File: config.mk
export PLATFORM = sky130hd
export DESIGN_NAME = pwm_dbuf_timer
export DESIGN_NICKNAME = d
export VERILOG_FILES = /design/src/rtl/pwm_dbuf_pkg.sv /design/src/rtl/pwm_dbuf_regs.sv /design/src/rtl/pwm_dbuf_core.sv /design/src/rtl/pwm_dbuf_out.sv /design/src/rtl/pwm_dbuf_timer.sv
export SDC_FILE = /design/constraint.sdc
export NUM_CORES = 1
export LEC_CHECK = 0
export BUFFER_PORTS_ARGS = -buffer_cell sky130_fd_sc_hd__clkbuf_2
export CELL_PAD_IN_SITES_DETAIL_PLACEMENT = 1
export CELL_PAD_IN_SITES_GLOBAL_PLACEMENT = 1
export CORE_UTILIZATION = 48
export DETAILED_ROUTE_END_ITERATION = 8
export GPL_TIMING_DRIVEN = 1
export PLACE_DENSITY_LB_ADDON = 0.1
export SYNTH_ARGS = -nofsm -noshare
export SYNTH_HDL_FRONTEND = slang
export SYNTH_SLANG_ARGS = --single-unit
File: constraint.sdc
create_clock -name clk -period 4.2 [get_ports clk]
set_input_delay 0.63 -clock clk [delete_from_list [all_inputs] [get_ports clk]]
set_output_delay 0.63 -clock clk [all_outputs]
set_load 0.05 [all_outputs]
File: src/rtl/pwm_dbuf_pkg.sv
package pwm_dbuf_pkg;

    // Width of one channel's slice in the shared control word
    localparam int SLICE_W    = 4;
    localparam int REG_ADDR_W = 2;

    // Slice layout, most significant bit first
    typedef struct packed {
        logic reload;   // bit 3: auto-reload at underflow
        logic invert;   // bit 2: output polarity
        logic manual;   // bit 1: manual update of active registers
        logic start;    // bit 0: run
    } ctrl_t;

    typedef enum logic [REG_ADDR_W-1:0] {
        SEL_CTRL  = 2'd0,
        SEL_COUNT = 2'd1,
        SEL_CMP   = 2'd2,
        SEL_NONE  = 2'd3
    } reg_sel_e;

    function automatic int max_int(input int a, input int b);
        return (a > b) ? a : b;
    endfunction

    function automatic int data_width(input int cnt_w, input int num_ch);
        return max_int(cnt_w, num_ch * SLICE_W);
    endfunction

endpackage

File: src/rtl/pwm_dbuf_regs.sv
module pwm_dbuf_regs
    import pwm_dbuf_pkg::*;
#(
    parameter int CNT_W  = 16,
    parameter int NUM_CH = 4,
    parameter int CH_IDX = 0,
    parameter int DATA_W = 16
) (
    input  logic                  clk,
    input  logic                  rst,
    input  logic                  wr_en,
    input  logic [REG_ADDR_W-1:0] wr_addr,
    input  logic [DATA_W-1:0]     wr_data,
    output ctrl_t                 ctrl,
    output logic [CNT_W-1:0]      cnt_buf,
    output logic [CNT_W-1:0]      cmp_buf
);

    localparam int SLICE_LO = CH_IDX * SLICE_W;

    reg_sel_e sel;
    ctrl_t    ctrl_q;
    logic [CNT_W-1:0] cnt_buf_q;
    logic [CNT_W-1:0] cmp_buf_q;
    logic unused_wr_bits;

    assign sel            = reg_sel_e'(wr_addr);
    assign unused_wr_bits = ^wr_data;

    always_ff @(posedge clk) begin
        if (rst) begin
            ctrl_q    <= '0;
            cnt_buf_q <= '0;
            cmp_buf_q <= '0;
        end else if (wr_en) begin
            unique case (sel)
                SEL_CTRL:  ctrl_q    <= ctrl_t'(wr_data[SLICE_LO +: SLICE_W]);
                SEL_COUNT: cnt_buf_q <= wr_data[CNT_W-1:0];
                SEL_CMP:   cmp_buf_q <= wr_data[CNT_W-1:0];
                default:   ;
            endcase
        end
    end

    assign ctrl    = ctrl_q;
    assign cnt_buf = cnt_buf_q;
    assign cmp_buf = cmp_buf_q;

endmodule

File: src/rtl/pwm_dbuf_core.sv
module pwm_dbuf_core
    import pwm_dbuf_pkg::*;
#(
    parameter int CNT_W = 16
) (
    input  logic             clk,
    input  logic             rst,
    input  ctrl_t            ctrl,
    input  logic             tick,
    input  logic [CNT_W-1:0] cnt_buf,
    input  logic [CNT_W-1:0] cmp_buf,
    output logic [CNT_W-1:0] cnt_act,
    output logic [CNT_W-1:0] cmp_act,
    output logic             run,
    output logic             halted,
    output logic             irq
);

    logic [CNT_W-1:0] cnt_q;
    logic [CNT_W-1:0] cmp_q;
    logic             halted_q;
    logic             irq_q;
    logic             step;
    logic             underflow;

    assign run       = ctrl.start & ~ctrl.manual & ~halted_q;
    assign step      = run & tick;
    assign underflow = step & (cnt_q == '0);

    always_ff @(posedge clk) begin
        if (rst) begin
            cnt_q    <= '0;
            cmp_q    <= '0;
            halted_q <= 1'b0;
            irq_q    <= 1'b0;
        end else begin
            irq_q <= underflow;
            if (ctrl.manual) begin
                // manual update wins over counting and clears a halt
                cnt_q    <= cnt_buf;
                cmp_q    <= cmp_buf;
                halted_q <= 1'b0;
            end else if (underflow) begin
                if (ctrl.reload) begin
                    cnt_q <= cnt_buf;
                    cmp_q <= cmp_buf;
                end else begin
                    halted_q <= 1'b1;
                end
            end else if (step) begin
                cnt_q <= cnt_q - 1'b1;
            end
        end
    end

    assign cnt_act = cnt_q;
    assign cmp_act = cmp_q;
    assign halted  = halted_q;
    assign irq     = irq_q;

endmodule

File: src/rtl/pwm_dbuf_out.sv
module pwm_dbuf_out #(
    parameter int CNT_W   = 16,
    parameter bit REG_OUT = 1'b0
) (
    input  logic             clk,
    input  logic             rst,
    input  logic             run,
    input  logic             invert,
    input  logic [CNT_W-1:0] cnt_act,
    input  logic [CNT_W-1:0] cmp_act,
    output logic             pwm_out
);

    logic level;

    // a stopped, halted or updating channel drives low, invert or not
    assign level = run & ((cnt_act <= cmp_act) ^ invert);

    generate
        if (REG_OUT) begin : g_reg
            logic pwm_q;
            always_ff @(posedge clk) begin
                if (rst) pwm_q <= 1'b0;
                else     pwm_q <= level;
            end
            assign pwm_out = pwm_q;
        end else begin : g_comb
            logic unused_clk_rst;
            assign unused_clk_rst = clk ^ rst;
            assign pwm_out        = level;
        end
    endgenerate

endmodule

File: src/rtl/pwm_dbuf_timer.sv
module pwm_dbuf_timer
    import pwm_dbuf_pkg::*;
#(
    parameter int CNT_W   = 16,
    parameter int NUM_CH  = 4,
    parameter int CH_IDX  = 0,
    parameter bit REG_OUT = 1'b0,
    localparam int DATA_W = data_width(CNT_W, NUM_CH)
) (
    input  logic                  clk,
    input  logic                  rst,
    input  logic                  wr_en,
    input  logic [REG_ADDR_W-1:0] wr_addr,
    input  logic [DATA_W-1:0]     wr_data,
    input  logic                  tick,
    output logic                  pwm_out,
    output logic                  irq
);

    ctrl_t            ctrl_q;
    logic [CNT_W-1:0] cnt_buf;
    logic [CNT_W-1:0] cmp_buf;
    logic [CNT_W-1:0] cnt_act;
    logic [CNT_W-1:0] cmp_act;
    logic             run_w;
    logic             halted_w;

    pwm_dbuf_regs #(
        .CNT_W  (CNT_W),
        .NUM_CH (NUM_CH),
        .CH_IDX (CH_IDX),
        .DATA_W (DATA_W)
    ) u_regs (
        .clk     (clk),
        .rst     (rst),
        .wr_en   (wr_en),
        .wr_addr (wr_addr),
        .wr_data (wr_data),
        .ctrl    (ctrl_q),
        .cnt_buf (cnt_buf),
        .cmp_buf (cmp_buf)
    );

    pwm_dbuf_core #(
        .CNT_W (CNT_W)
    ) u_core (
        .clk     (clk),
        .rst     (rst),
        .ctrl    (ctrl_q),
        .tick    (tick),
        .cnt_buf (cnt_buf),
        .cmp_buf (cmp_buf),
        .cnt_act (cnt_act),
        .cmp_act (cmp_act),
        .run     (run_w),
        .halted  (halted_w),
        .irq     (irq)
    );

    pwm_dbuf_out #(
        .CNT_W   (CNT_W),
        .REG_OUT (REG_OUT)
    ) u_out (
        .clk     (clk),
        .rst     (rst),
        .run     (run_w),
        .invert  (ctrl_q.invert),
        .cnt_act (cnt_act),
        .cmp_act (cmp_act),
        .pwm_out (pwm_out)
    );

endmodule

; Word-level counts from Yosys, hierarchy flattened
; Cells that the tools add are included.
[totals]
inputBits = 22
word_cells = 43
output_inout_bits = 2
regBits = 70
[classes]
mux = 7
n_eq_ne = 3
n_reduce_logical = 12
n_lt_le_gt_ge = 1
n_addsub = 1
bitwise = 9
[ops]
columns = cell, count
row1 = 2-to-1 mux 16 bit, 7
row2 = less-or-equal comparator 16 bit, 1
row3 = logical NOT 16 bit, 1
row4 = "subtractor 16 x 1 -> 16 bit, second input constant", 1
row5 = AND reduction 2 bit, 6
row6 = bitwise AND 1 bit, 5
row7 = nonzero test 2 bit, 2
row8 = "inequality test 3 bit, second input constant", 1
row9 = NOT 1 bit, 3
row10 = nonzero test 3 bit, 1
row11 = "equality test 2 x 1 -> 1 bit, second input constant", 1
row12 = "equality test 2 bit, second input constant", 1
row13 = logical NOT 2 bit, 1
row14 = OR reduction 2 bit, 1
row15 = bitwise XOR 1 bit, 1

; Depth between registers and ports, before layout
; Gate-level depths: netlist (run 1).
[logic_depth]
ltp_word = 7
depth_mapped = 9
mapped_depth_nobuf = 7

; Hierarchy
; From an unflattened synthesis (run 1), not the netlist that was laid out.
[unflattened]
hier_cells = 412
area_unflattened_um2 = 3787.4
[by_module_without_submodules]
columns = mod, cells_per_inst, instances, area_each_um2, seq_area_each_um2
row1 = pwm_dbuf_core, 209, 1, 1789.2, 680.7
row2 = pwm_dbuf_regs, 138, 1, 1486.4, 720.7
row3 = pwm_dbuf_out, 65, 1, 511.7, 0.0

; Worst setup path before layout (run 1)
; No wires, ideal clock.
[synth_path]
kind = reg-to-output
start = register u_core.cnt_q[0], in the netlist u_core.cnt_act[0]
end = output pwm_out
required_ps = 3570
setup_slack_ps = 1701
stages_incl_launch_ff = 8
path_buffers = 0
arrival_time_ps = 1869
path_cell_list = dfxtp_1 -> inv_1 -> ha_1 -> nor2b_1 -> o211ai_1 -> a2111o_1 -> a311oi_1 -> nand2b_1
[synth_between]
elab_chain_len = 3
[synth_lines]
columns = item, line
row1 = "start, declared", pwm_dbuf_core.sv:19  ; logic [CNT_W-1:0] cnt_q;
row2 = "start signal, assigned", pwm_dbuf_core.sv:40  ; cnt_q <= cnt_buf;
row3 = "start signal, assigned", pwm_dbuf_core.sv:45  ; cnt_q <= cnt_buf;
row4 = "start signal, assigned", pwm_dbuf_core.sv:51  ; cnt_q <= cnt_q - 1'b1;
row5 = less-or-equal comparator 16 bit, pwm_dbuf_out.sv:17  ; assign level = run & ((cnt_act <= cmp_act) ^ invert);
row6 = bitwise XOR 1 bit, pwm_dbuf_out.sv:17
row7 = bitwise AND 1 bit, pwm_dbuf_out.sv:17
row8 = "end, declared", pwm_dbuf_timer.sv:16  ; output logic pwm_out,
; No other way between the ends.

; Worst setup path after layout (run 1)
[layout_path]
start = register u_core.cnt_q[5], in the netlist u_core.cnt_act[5]
end = output pwm_out
; Same word-level chain as after synthesis.

==> flow_summary.toml, run 1 <==
[placement]
placed_cells_incl_taps = 540
hpwl_um = 6950
gp_congestion = 0.876
io_buffers = 23
placed_area_sq_mm = 0.00361

[setup_path]
path_cells = "ha_1 > nand4_1 > a2111o_1 > a311oi_1 > nand2b_1 > clkbuf_2"
required_ns = 3.57
critPathLaunch = "u_core.cnt_act[5]"
crit_family = "compound AO/OA/AOI/OAI gates"
crit_path_top_delay_cell = "a2111o_1"
critical_path_depth = 6
crit_fanout = 8
rrSetupSlack_ns = 1.51
start_kind = "flop"
crit_path_end_kind = "output pin"
cp.buffers_inverters = 1
worstSetupEndpoint = "pwm_out"
r2r_cells = 7
critPathArrivalTime_ns = 2.45
r2r-end = "u_core.cnt_act[7]"
cpPeakStageDelay_ns = 0.48
r2r_start = "u_core.cnt_act[0]"
worstSetupPathType = "flop to output pin"

[final_layout]
synthToLayoutAreaGrowth_pct = 10.1
design_area_sq_mm = 0.00382
final_common_cell = "nand2_1"
finish.utilization = 0.554
nets = 495
n_antenna_cell = 0
drive_gt1_frac = 0.107
final_cell_mix = "nand2_1, a21oi_1, dfxtp_1"
final_cells = 556

[worst_hold_path]
min-delay-path-class = "flop to flop"
min_path_cells = 2

[logic_synthesis]
syn_inst = 444
ys_top_cells_by_area = "dfxtp_1, nand2_1, a21oi_1"
yosysTopAreaCellShare = 0.403
syn_nets = 484
yosys_warnings = 0
synth_edf_count = 0
synth_seq_cells = 70
netlist_area_sq_mm = 0.00347
synth-main-ff-cell = "dfxtp_1"
yosysSeqAreaShare = 0.403
synth_top_area_cell = "dfxtp_1"
synthDistinctLibCells = 52
synth-async-reset-ratio = 0
postSynthAreaPerCell_sq_um = 7.83

[sta]
fmax_mhz = 324
setup_viol = 0
period_needed_ns = 3.08
period_share = 0.734
grt_setup_unrepaired = "false"
tns_ns = 0
worstMarginPinSlew_ns = 1.14
slew_headroom = 0.240
skew_ns = 0.0113
slew_viol_final = 0
final_hold_viol_count = 0

[detailed_routing]
drt_first_pass_iters = 5
via_per_inst = 5.74
wl_per_cell_um = 17.8
first_iter_violations = 178
ant_nets = 0
drc = 0
top_layer_used = "met4"
route.vias.total = 3191
routed-wl-met3_um = 407
drt-total-wl_um = 9910
wl_met2_um = 4650
wl_met1_um = 4710

[clock_network]
post_cts_resized = 0
cts_tree = "yes"
cts_root_buf = "clkbuf_8"
ctsHoldBuffers = 0
clk_pin_slew_ns = 0.08
cts_max_path_buffers = 2
clock_latency_ns = 0.34
cts_sinks = 70
cts_made_buffers = 9
htreeDepth = 3
cts_setup_buffers = 0

[grt]
antenna_found_initial = 0
grt_first_pass_wirelength_um = 16400
grt_pass1_vias = 3234
gr-usage-all-layers = 0.289
grt.overflow.total = 0
grt_max_degree = 56

[floorplanning]
core_sq_mm = 0.00691
die_h_um = 87.1
rows = 30
io_pins = 24
dieArea_sq_mm = 0.00758
start_util = 0.503
die_w_um = 87.1

[run]
max_cap_viol_count = 0

[power_and_ir_drop]
finalPower_uw = 1530
p_per_area_mw_per_mm2 = 399
vdd_drop_max_mv = 0.256
power_leakage_uw = 0.00148

[status]
status = "finished, final reports clean"
[worst reg2reg max path: stages, from the launching register on]
cell and delay (ns):
dfxtp_1 0.35, inv_1 0.19, ha_1 0.19, nor4b_1 0.33
nand4_1 0.25, o21ai_2 0.88, a22oi_1 0.23, o22ai_1 0.18
[where the power goes]
group	total, uW	switching, uW	internal, uW
clock	599	265	334
combinational	230	145	85.0
sequential	699	18.1	681
[sequential cells by signal, indices dropped and copies added (netlist names)]
signal / cells
u_core.halted: 1
u_regs.ctrl: 4
u_core.cnt_act: 16
u_regs.cnt_buf: 16
u_core.cmp_act: 16
u_regs.cmp_buf: 16
u_core.irq: 1
[layout make-up]
class | count | area (sq um)
multi-input cells | 322 | 1860
repair buffers | 25 | 130
inverters | 27 | 101
fillers | 905 | 3080
clock buffers | 10 | 128
well taps | 96 | 120
flip-flops and latches | 70 | 1400
clock inverters | 6 | 86.3
[how the worst min path moves through the flow]
stage / start / end / slack [ns]
after global routing: u_core.cmp_act[5] / u_core.cmp_act[5] / 0.48
after detailed placement: u_core.cmp_act[6] / u_core.cmp_act[6] / 0.44
after global placement: u_core.cmp_act[15] / u_core.cmp_act[15] / 0.44
after floorplan: u_core.cmp_act[10] / u_core.cmp_act[10] / 0.43
after CTS: u_core.cmp_act[15] / u_core.cmp_act[15] / 0.46
final: u_core.cmp_act[15] / u_core.cmp_act[15] / 0.45
[kinds of logic (layout without fill, tap and decap cells)]
family | count (synthesis) | after routing | share of synthesized area
and+or+nand+nor | 187 | 187 | 0.251
AOI/OAI and AO/OA | 108 | 108 | 0.191
DFF | 70 | 70 | 0.403
buffers and inverters | 52 | 68 | 0.0641
adders and majority gates | 18 | 18 | 0.0648
muxes | 9 | 9 | 0.0259
[cells in the mapped netlist, types with 7 or more instances]
master / instances
o32ai_1: 7
nand2_1: 109
nand4_1: 7
a21oi_1: 71
dfxtp_1: 70
clkbuf_1: 17
inv_1: 27
ha_1: 18
nor3_1: 7
nor2_1: 19
mux2i_1: 9
nand3_1: 7
nand2b_1: 9
[metal layers]
layer,GRT usage,up-vias
li1,-,1571
met3,0.0417,10
met2,0.465,65
met5,0,-
met4,0.103,0
met1,0.395,1545
[metrics by stage]
| stage | worst slack [ns] | hold slack, ns |
|---|---|---|
| 4_1_cts | 1.12 | 0.457 |
| 3_5_place_dp | 1.55 | 0.445 |
| 3_3_place_gp | 1.63 | 0.439 |
| 6_report | 1.12 | 0.453 |
| 2_1_floorplan | 1.70 | 0.432 |
| 5_1_grt | 0.982 | 0.484 |
Note: power is estimated with default switching activity, not from simulation.
==> run 2: changes to the inputs <==
--- a/config.mk
+++ b/config.mk
@@ -8,7 +8,7 @@
 export BUFFER_PORTS_ARGS = -buffer_cell sky130_fd_sc_hd__clkbuf_2
 export CELL_PAD_IN_SITES_DETAIL_PLACEMENT = 1
 export CELL_PAD_IN_SITES_GLOBAL_PLACEMENT = 1
-export CORE_UTILIZATION = 48
+export CORE_UTILIZATION = 45
 export DETAILED_ROUTE_END_ITERATION = 8
 export GPL_TIMING_DRIVEN = 1
 export PLACE_DENSITY_LB_ADDON = 0.1
==> constraint.sdc (replaced) <==
create_clock -name clk -period 3 [get_ports clk]
set_input_delay 0.45 -clock clk [delete_from_list [all_inputs] [get_ports clk]]
set_output_delay 0.45 -clock clk [all_outputs]
set_load 0.05 [all_outputs]
==> run 2 against run 1 <==
  * First-iteration DRC count shrank 18%
  * Sequential share of layout area is 0.62 points lower
  * Non-clock buffer count is 6 higher
  * Core utilization shrank 2.6 points
  * Clock skew shrank 0.0011 ns
  * Total power grew 44%
  * Flip-flop and latch count unchanged
  * Sequential power rose by 40%
  * Largest power group unchanged
==> flow_summary.toml, run 2 (synthesis results as in run 1) <==
[clock_network]
clock_latency_ns = 0.34
cts_max_path_buffers = 2
clk_pin_slew_ns = 0.08
post_cts_resized = 0
cts_setup_buffers = 0
cts_tree = "yes"
cts_sinks = 70
ctsHoldBuffers = 0
cts_made_buffers = 9
cts_root_buf = "clkbuf_8"
htreeDepth = 3

[sta]
tns_ns = 0
worstMarginPinSlew_ns = 0.828
slew_viol_final = 0
setup_viol = 0
slew_headroom = 0.447
period_needed_ns = 2.91
period_share = 0.970
final_hold_viol_count = 0
skew_ns = 0.0102
fmax_mhz = 344
grt_setup_unrepaired = "false"
hold_slack_ns = 0.335
setup_ws_ns = 0.0912

[power_and_ir_drop]
clkPwrFrac = 0.406
power.share.combinational = 0.148
p_sw_frac = 0.283
power.internal_uw = 1570
power_leakage_uw = 0.00152
p_per_area_mw_per_mm2 = 564
vdd_drop_max_mv = 0.266
finalPower_uw = 2200
sequentialPowerShare = 0.446
p_sw_uw = 622

[placement]
io_buffers = 23
hpwl_um = 7280
gp_congestion = 0.909
pre_cts_slack_ns = 0.478

[detailed_routing]
ant_nets = 0
wl_per_cell_um = 18.0
drc = 0
drt_first_pass_iters = 5
via_per_inst = 5.71
drt-total-wl_um = 10100
first_iter_violations = 146
route.vias.total = 3226

[setup_path]
crit_fanout = 6
rrSetupSlack_ns = 0.61
r2r_start = "u_core.cnt_act[0]"
critPathArrivalTime_ns = 2.46
crit_path_end_kind = "output pin"
start_kind = "flop"
worstSetupPathType = "flop to output pin"
critPathLaunch = "u_core.cnt_act[0]"
required_ns = 2.55

[final_layout]
final_common_cell = "nand2_1"
drive_gt1_frac = 0.120
n_antenna_cell = 0
final_cell_mix = "nand2_1, a21oi_1, dfxtp_1"
synthToLayoutAreaGrowth_pct = 12.0
nets = 501

[floorplanning]
die_h_um = 89.9
start_util = 0.471
dieArea_sq_mm = 0.00808
rows = 31
io_pins = 24
core_sq_mm = 0.00737
die_w_um = 89.9

[status]
status = "finished, final reports clean"

[worst_hold_path]
min-delay-path-class = "input port to flop"
hp-start = "wr_data[9]"

[grt]
grt_first_pass_wirelength_um = 17100
grt.overflow.total = 0
gr-usage-all-layers = 0.269
grt_pass1_vias = 3322
grt_max_degree = 34
antenna_found_initial = 0

[run]
max_cap_viol_count = 0
[run 2: cell count changes in the layout (fill, tap and decap cells not counted)]
cell      delta
clkbuf_8     +1
buf_4        +6
clkbuf_1     -1
clkinv_4     +1
clkinv_2     -2
inv_6        +1
[run 2: worst paths after layout]
path / endpoint / cells past startpoint
worst max-delay path: pwm_out / 8
worst max register to register: u_core.cnt_act[11] / 7
worst min-delay path: u_regs.cnt_buf[9] / 3
worst min register to register: u_regs.cmp_buf[5] / 2
[run 2: worst max-delay path: stages, from the launching register on]
cell and delay (ns):
dfxtp_1 0.39, inv_1 0.15, ha_1 0.22, nor2b_1 0.13
o211ai_1 0.12, a2111o_1 0.40, a311oi_1 0.27, nand2b_1 0.16
clkbuf_2 0.28
[run 2: through the flow]
step,instance area [sq um],instances,utilization
floorplan,3470,444,-
global placement,3660,549,0.497
detailed placement,3660,549,0.497
CTS,3890,565,0.528
global route,3890,565,0.528
finish,3890,565,0.528
[run 2: final cells by class]
class / instances / area (sq um)
clock buffers: 10 / 138
well taps: 99 / 124
multi-input cells: 322 / 1860
clock inverters: 6 / 93.8
inverters: 27 / 101
repair buffers: 31 / 175
flip-flops and latches: 70 / 1400
fillers: 964 / 3480
[run 2: power groups by stage]
stage | logic (uW) | registers [uW] | clock network [uW]
after global routing | 361 | 982 | 952
final | 326 | 979 | 892
after detailed placement | 323 | 1000 | 0
after CTS | 326 | 978 | 908
after floorplan | 242 | 990 | 0
after global placement | 312 | 998 | 0
[run 2: layer usage]
layer | wire length [um] | track usage | vias up | share of wire
li1 | - | - | 1583 | -
met1 | 4840 | 0.372 | 1549 | 0.48
met2 | 4620 | 0.424 | 81 | 0.46
met3 | 502 | 0.0440 | 13 | 0.049
met4 | 178 | 0.0954 | 0 | 0.018
met5 | 0 | 0 | - | 0
